## src/rtl/mc_pkg.sv

```systemverilog
package mc_pkg;
   typedef enum logic [1:0] {
      KIND_NONE     = 2'd0,
      KIND_COLD     = 2'd1,
      KIND_CAPACITY = 2'd2,
      KIND_CONFLICT = 2'd3
   } miss_kind_e;

   localparam int NUM_CLASSES = 3;
endpackage

```

## src/rtl/mc_seen_tracker.sv

```systemverilog
module mc_seen_tracker #(
   parameter int ADDR_W = 8
) (
   input  logic              clk,
   input  logic              rst_n,
   input  logic              upd,
   input  logic [ADDR_W-1:0] addr,
   output logic              seen
);
   localparam int DEPTH = 1 << ADDR_W;

   logic [DEPTH-1:0] seen_q;

   generate
      if (ADDR_W < 1 || ADDR_W > 12) begin : g_bad_width
         $error("mc_seen_tracker: ADDR_W must lie in 1..12");
      end
   endgenerate

   assign seen = seen_q[addr];

   always_ff @(posedge clk or negedge rst_n) begin
      if (!rst_n) begin
         seen_q <= '0;
      end else if (upd) begin
         seen_q[addr] <= 1'b1;
      end
   end


   mark_after_access_chk: assert property (@(posedge clk) disable iff (!rst_n)
      upd |=> seen_q[$past(addr)]);
endmodule

```

## src/rtl/mc_lru_shadow.sv

```systemverilog
module mc_lru_shadow #(
   parameter int ADDR_W = 8,
   parameter int LINES  = 4
) (
   input  logic              clk,
   input  logic              rst_n,
   input  logic              upd,
   input  logic [ADDR_W-1:0] addr,
   output logic              hit
);
   // Entry 0 is most recently used, entry LINES-1 least recently used.
   logic [ADDR_W-1:0] tag_q   [LINES];
   logic [LINES-1:0]  valid_q;
   logic [LINES-1:0]  match;
   logic [LINES-1:0]  at_or_after;
   logic [LINES-1:0]  shift_en;

   generate
      if (LINES < 1 || LINES > 64) begin : g_bad_lines
         $error("mc_lru_shadow: LINES must lie in 1..64");
      end
   endgenerate

   genvar gi;
   generate
      for (gi = 0; gi < LINES; gi++) begin : g_match
         assign match[gi] = valid_q[gi] && (tag_q[gi] == addr);
      end
      assign at_or_after[LINES-1] = match[LINES-1];
      for (gi = LINES - 2; gi >= 0; gi--) begin : g_chain
         assign at_or_after[gi] = match[gi] | at_or_after[gi+1];
      end
   endgenerate

   assign hit      = |match;
   assign shift_en = hit ? at_or_after : '1;

   always_ff @(posedge clk or negedge rst_n) begin
      if (!rst_n) begin
         valid_q[0] <= 1'b0;
         tag_q[0]   <= '0;
      end else if (upd) begin
         valid_q[0] <= 1'b1;
         tag_q[0]   <= addr;
      end
   end

   generate
      for (gi = 1; gi < LINES; gi++) begin : g_shift
         always_ff @(posedge clk or negedge rst_n) begin
            if (!rst_n) begin
               valid_q[gi] <= 1'b0;
               tag_q[gi]   <= '0;
            end else if (upd && shift_en[gi]) begin
               valid_q[gi] <= valid_q[gi-1];
               tag_q[gi]   <= tag_q[gi-1];
            end
         end
      end
   endgenerate


   single_match_chk: assert property (@(posedge clk) disable iff (!rst_n)
      $onehot0(match));


   mru_insert_chk: assert property (@(posedge clk) disable iff (!rst_n)
      upd |=> (valid_q[0] && tag_q[0] == $past(addr)));
endmodule

```

## src/rtl/mc_sat_counter.sv

```systemverilog
module mc_sat_counter #(
   parameter int CNT_W = 16
) (
   input  logic             clk,
   input  logic             rst_n,
   input  logic             inc,
   output logic [CNT_W-1:0] cnt
);
   localparam logic [CNT_W-1:0] MAX_VAL = '1;

   generate
      if (CNT_W < 2) begin : g_bad_cnt
         $error("mc_sat_counter: CNT_W must be at least 2");
      end
   endgenerate

   always_ff @(posedge clk or negedge rst_n) begin
      if (!rst_n) begin
         cnt <= '0;
      end else if (inc && cnt != MAX_VAL) begin
         cnt <= cnt + 1'b1;
      end
   end


   sat_hold_chk: assert property (@(posedge clk) disable iff (!rst_n)
      (cnt == MAX_VAL) |=> (cnt == MAX_VAL));


   step_chk: assert property (@(posedge clk) disable iff (!rst_n)
      (inc && cnt != MAX_VAL) |=> (cnt == $past(cnt) + 1'b1));
endmodule

```

## src/rtl/miss_classifier.sv

```systemverilog
module miss_classifier #(
   parameter int ADDR_W = 8,
   parameter int LINES  = 4,
   parameter int CNT_W  = 16
) (
   input  logic              clk,
   input  logic              rst_n,
   input  logic              acc_valid,
   input  logic [ADDR_W-1:0] acc_addr,
   input  logic              acc_hit,
   output logic              cls_valid,
   output logic [1:0]        cls_kind,
   output logic [CNT_W-1:0]  cnt_cold,
   output logic [CNT_W-1:0]  cnt_cap,
   output logic [CNT_W-1:0]  cnt_conf
);
   import mc_pkg::*;

   logic                  was_seen;
   logic                  in_shadow;
   logic                  is_miss;
   miss_kind_e            kind_now;
   miss_kind_e            kind_q;
   logic [NUM_CLASSES-1:0] class_inc;
   logic [CNT_W-1:0]      cnt_all [NUM_CLASSES];

   mc_seen_tracker #(.ADDR_W(ADDR_W)) u_seen (
      .clk  (clk),
      .rst_n(rst_n),
      .upd  (acc_valid),
      .addr (acc_addr),
      .seen (was_seen)
   );

   mc_lru_shadow #(.ADDR_W(ADDR_W), .LINES(LINES)) u_shadow (
      .clk  (clk),
      .rst_n(rst_n),
      .upd  (acc_valid),
      .addr (acc_addr),
      .hit  (in_shadow)
   );

   assign is_miss = acc_valid && !acc_hit;

   always_comb begin
      if (!was_seen)      kind_now = KIND_COLD;
      else if (in_shadow) kind_now = KIND_CONFLICT;
      else                kind_now = KIND_CAPACITY;
   end

   always_ff @(posedge clk or negedge rst_n) begin
      if (!rst_n) begin
         cls_valid <= 1'b0;
         kind_q    <= KIND_NONE;
      end else begin
         cls_valid <= is_miss;
         kind_q    <= is_miss ? kind_now : KIND_NONE;
      end
   end

   assign cls_kind = kind_q;

   genvar gc;
   generate
      for (gc = 0; gc < NUM_CLASSES; gc++) begin : g_cnt
         assign class_inc[gc] = is_miss && (kind_now == miss_kind_e'(gc + 1));
         mc_sat_counter #(.CNT_W(CNT_W)) u_cnt (
            .clk  (clk),
            .rst_n(rst_n),
            .inc  (class_inc[gc]),
            .cnt  (cnt_all[gc])
         );
      end
   endgenerate

   assign cnt_cold = cnt_all[0];
   assign cnt_cap  = cnt_all[1];
   assign cnt_conf = cnt_all[2];


   hit_silent_chk: assert property (@(posedge clk) disable iff (!rst_n)
      (acc_valid && acc_hit) |=> !cls_valid);


   miss_labelled_chk: assert property (@(posedge clk) disable iff (!rst_n)
      is_miss |=> (cls_valid && cls_kind != KIND_NONE));


   one_class_chk: assert property (@(posedge clk) disable iff (!rst_n)
      $onehot0(class_inc));


   seen_not_cold_chk: assert property (@(posedge clk) disable iff (!rst_n)
      (is_miss && in_shadow) |-> was_seen);
endmodule

```

## config.mk

```make
export PLATFORM = sky130hd
export DESIGN_NAME = miss_classifier
export DESIGN_NICKNAME = d
export VERILOG_FILES = /design/src/rtl/mc_pkg.sv /design/src/rtl/mc_seen_tracker.sv /design/src/rtl/mc_lru_shadow.sv /design/src/rtl/mc_sat_counter.sv /design/src/rtl/miss_classifier.sv
export SDC_FILE = /design/constraint.sdc
export NUM_CORES = 1
export LEC_CHECK = 0
export BUFFER_PORTS_ARGS = -buffer_cell sky130_fd_sc_hd__buf_2
export CAP_MARGIN = 20
export CELL_PAD_IN_SITES_DETAIL_PLACEMENT = 0
export CELL_PAD_IN_SITES_GLOBAL_PLACEMENT = 1
export CORE_MARGIN = 2
export CORE_UTILIZATION = 53
export CTS_BUF_LIST = sky130_fd_sc_hd__clkbuf_2 sky130_fd_sc_hd__clkbuf_4 sky130_fd_sc_hd__clkbuf_8
export DETAILED_ROUTE_END_ITERATION = 10
export PLACE_DENSITY = 0.78
export SLEW_MARGIN = 20
export SYNTH_ARGS = -nofsm -noshare
export SYNTH_HDL_FRONTEND = slang
export SYNTH_SLANG_ARGS = --single-unit
```

## constraint.sdc

```tcl
create_clock -name clk -period 3.1 [get_ports clk]
set_input_delay 0.31 -clock clk [delete_from_list [all_inputs] [get_ports clk]]
set_output_delay 0.31 -clock clk [all_outputs]
set_load 0.05 [all_outputs]
```

==> results by group <==
Finish
  – Final Core Density: 62.63%
  – Share of cells above drive strength 1: 27.94%
  – Fillcell total: 2295
  – Layout area overhead: 16.57%
  – Post-route cell area: 17980 sq um
  – Fin cells: 1752
  – NumNets Final: 1343

Synthesis
  – Post-synth EDFFs: 0
  – Top cell type's share of synthesized area: 55.66%
  – Yosys cell types: 56
  – Post-Syn Area: 15420 sq um
  – Synth area leaders: dfrtp_1 56%, a21o_1 9.3%, mux4_2 5.5%
  – Async set-reset flop share out of synthesis: 100.0%
  – Synth warnings: 0
  – Average size of a mapped cell: 13.01 sq um
  – Sequential share of the synthesized area: 55.66%
  – Ys flop type: dfrtp_1
  – Mapped Nets: 1200
  – Cells after Synth: 1185
  – Count leader, synth: dfrtp_1
  – Synth top cells by count: 343 x dfrtp_1, 192 x a21o_1, 64 x o21bai_1
  – Area leader, netlist: dfrtp_1
  – #FFs+latches synth: 343

Worst setup path
  – Max stage delay on crit path: 0.53 ns
  – CP bufs+invs: 1
  – Element type at the critical path end: flop
  – CP Class: reg2reg
  – Arrival time worst endpoint: 3.51 ns
  – Worst R2R End: g_cnt[0].u_cnt.cnt[14]$_DFFE_PN0P_
  – Reg2reg start: u_seen.seen_q[175]$_DFFE_PN0P_
  – CP startpoint: u_seen.seen_q[175]$_DFFE_PN0P_
  – Worst R2R Setup Slack: 0.05 ns
  – Crit path max-delay family: multiplexers
  – Startpoint types: flop
  – R2R depth: 9
  – CP max FO: 8
  – Critical-path cell list: mux4_2, mux4_2, a22oi_2, nand3_2, a2111oi_4, buf_12, a21oi_4, nor3_2, mux2_2
  – Slowest cell on crit path: mux4_2
  – Critical Path RT: 3.56 ns
  – Crit-path most repeated cell: mux4_2

Status
  – Outcome: completed

Timing
  – Tmin final: 3.048 ns
  – Fin. max-slew vios: 0
  – Peak Freq: 328.1 MHz
  – Worst slew pin tran: 0.7800 ns
  – Setup violators final: 0
  – Worst relative slew slack: 47.85%
  – RSZ-0062 raised after global routing: true
  – Final Skew: 0.02899 ns
  – Final WS setup: 0.05233 ns
  – Final Hold Vio Count: 0
  – Final hold slack: 0.2762 ns
  – Final Cycle Share: 98.31%

Global route
  – Largest net degree at the start of global routing: 80
  – Initial antenna violation count: 0
  – First-pass GRT wire length: 58.67 mm
  – Overflow after GRT: 0
  – Number of global-route vias before repair: 10730
  – GRT Total Usage: 24.52%

Route
  – Via count: 10210
  – Via density: 5.827
  – Wire per inst: 20.67 microns
  – DR pass1 iterations: 4
  – Final ANT Viol Nets: 0
  – Total Routed Length: 36.21 mm
  – DRC errors left: 0
  – Initial DRC Count: 663

Placement
  – # placed instances: 1653
  – Pre-CTS WS: -0.3134 ns
  – DP Area: 16800 sq um
  – DP HPWL: 24.39 mm
  – IO buf count: 62
  – Final GP Congestion: 0.8817

Run
  – Max Cap Violations: 0

CTS
  – CTS tree: built
  – CTS Buf Count: 56
  – Reg clk slew, reported paths: 0.06 ns
  – Worst-Skew Late Latency: 0.60 ns
  – Clk Tree Root Cell: clkbuf_8
  – Clk sinks: 343
  – Clock Tree Buf Depth: 3
  – H-tree depth: 2

Hold path
  – Path category of the worst min-delay check: in2async

Die
  – IO Count: 63
  – # rows: 62
  – Initial core utilization: 53.73%
  – Die Area: 30480 sq um
  – Die Span X: 174.6 microns
  – Core Box Area: 28700 sq um
  – Chip Height: 174.6 microns

Pwr
  – Net Sw Frac: 26.76%
  – NetSw: 2.856 mW
  – Sequential share of power: 48.7%
  – Leak Pwr: 9.804 nW
  – Gate power share: 14.5%
  – Max VDD drop: 0.3931 mV
  – Pint: 7.817 mW
  – Clk network pwr share: 36.9%
  – Pwr Density: 593.7 nW/um^2
[power groups by stage]
| stage | clock network (mW) | logic, mW | registers [mW] |
|---|---|---|---|
| after detailed placement | 0 | 1.55 | 5.27 |
| after global placement | 0 | 1.51 | 5.25 |
| after global routing | 4.24 | 1.67 | 5.24 |
| after CTS | 4.04 | 1.56 | 5.19 |
| final | 3.94 | 1.54 | 5.19 |
| after floorplan | 0 | 0.859 | 5.41 |
[worst max path at each step]
stage                                         endpoint  slack [ns]  depth (start not counted)
floorplan            g_cnt[1].u_cnt.cnt[1]$_DFFE_PN0P_        0.04                         10
global placement     g_cnt[2].u_cnt.cnt[9]$_DFFE_PN0P_       -0.22                         13
detailed placement  g_cnt[0].u_cnt.cnt[12]$_DFFE_PN0P_       -0.31                         12
CTS                 g_cnt[0].u_cnt.cnt[14]$_DFFE_PN0P_        0.02                          9
global route         g_cnt[0].u_cnt.cnt[8]$_DFFE_PN0P_       -0.05                         10
finish              g_cnt[0].u_cnt.cnt[14]$_DFFE_PN0P_        0.05                          9
[per-layer routing]
metal | track usage (%) | vias up | wire [microns]
met2 | 37.80 | 275 | 16690
met1 | 35.20 | 5265 | 16550
met4 | 9.340 | 0 | 1161
li1 | - | 4589 | -
met3 | 4.286 | 80 | 1811
met5 | 0 | - | 0
[placed cells by master, fill, tap and decap left out, types with 8 or more instances in the layout]
| master | Yosys | final |
|---|---|---|
| nand2_1 | 52 | 52 |
| or2_2 | 8 | 8 |
| mux4_2 | 38 | 38 |
| mux2i_1 | 46 | 46 |
| buf_12 | 2 | 18 |
| a22oi_1 | 19 | 18 |
| buf_2 | 10 | 60 |
| nand3_1 | 33 | 32 |
| mux4_1 | 10 | 10 |
| nand4_1 | 21 | 21 |
| clkbuf_4 | 0 | 28 |
| nor2_1 | 35 | 34 |
| nor3_2 | 5 | 10 |
| nor3_1 | 17 | 10 |
| clkbuf_8 | 0 | 65 |
| nor2b_1 | 9 | 9 |
| xnor2_1 | 55 | 55 |
| nand2b_1 | 10 | 10 |
| and3_1 | 18 | 18 |
| mux2_2 | 45 | 45 |
| a21o_1 | 192 | 192 |
| xor2_1 | 20 | 20 |
| dfrtp_1 | 343 | 343 |
| o21bai_1 | 64 | 64 |
| buf_4 | 5 | 86 |
[cell families (layout without fill, tap and decap cells)]
family                     Yosys count  after routing  synth area share, %
xor gates and xnor gates            75             75                4.260
muxes                              139            139                13.53
DFF                                343            343                55.66
and+or+nand+nor                    234            234                8.146
AOI/OAI and AO/OA                  305            305                15.10
buffers and inverters               86            268                3.067
adders and majority gates            3              3               0.2434
other                                0              1                    0
[worst register-to-register path, stage by stage (launching register included)]
cell and delay [ns]:
dfrtp_1 0.38, mux4_2 0.48, mux4_2 0.53, a22oi_2 0.20, nand3_2 0.11, a2111oi_4 0.47, buf_12 0.17, a21oi_4 0.06
nor3_2 0.19, mux2_2 0.35
[state kept, by name, indices dropped and copies added, names as in the netlist]
register and flops:
g_cnt.u_cnt.cnt 48, u_shadow.valid_q 4, u_seen.seen_q 256, cls_kind 2
cls_valid 1, u_shadow.tag_q 32
[metrics by stage]
stage | power, mW | setup TNS, ns
global placement | 6.765 | -6.285
CTS | 10.79 | 0
global route | 11.16 | -0.2828
finish | 10.67 | 0
detailed placement | 6.815 | -9.867
floorplan | 6.270 | 0
[final cells by class]
cell class / count / area, sq um / share of cell area (%)
diodes: 1 / 2.502 / 0.01392
clock buffers: 93 / 1105 / 6.146
clock inverters: 4 / 23.77 / 0.1322
inverters: 5 / 18.77 / 0.1044
multi-input cells: 756 / 6431 / 35.78
flip-flops and latches: 343 / 8583 / 47.75
well taps: 384 / 480.5 / 2.673
repair buffers: 166 / 1331 / 7.406
[what timing repair did]
| item | CTS | global route |
|---|---|---|
| endpoints found under the hold margin | 70 | 0 |
| hold buffers | 1 | 0 |
| setup endpoints to repair | 1 | 17 |
| gates resized for setup | 4 | 3 |
| pin swaps | 2 | 2 |
| setup buffers | 0 | 0 |
(Power assumes the default switching activity.)
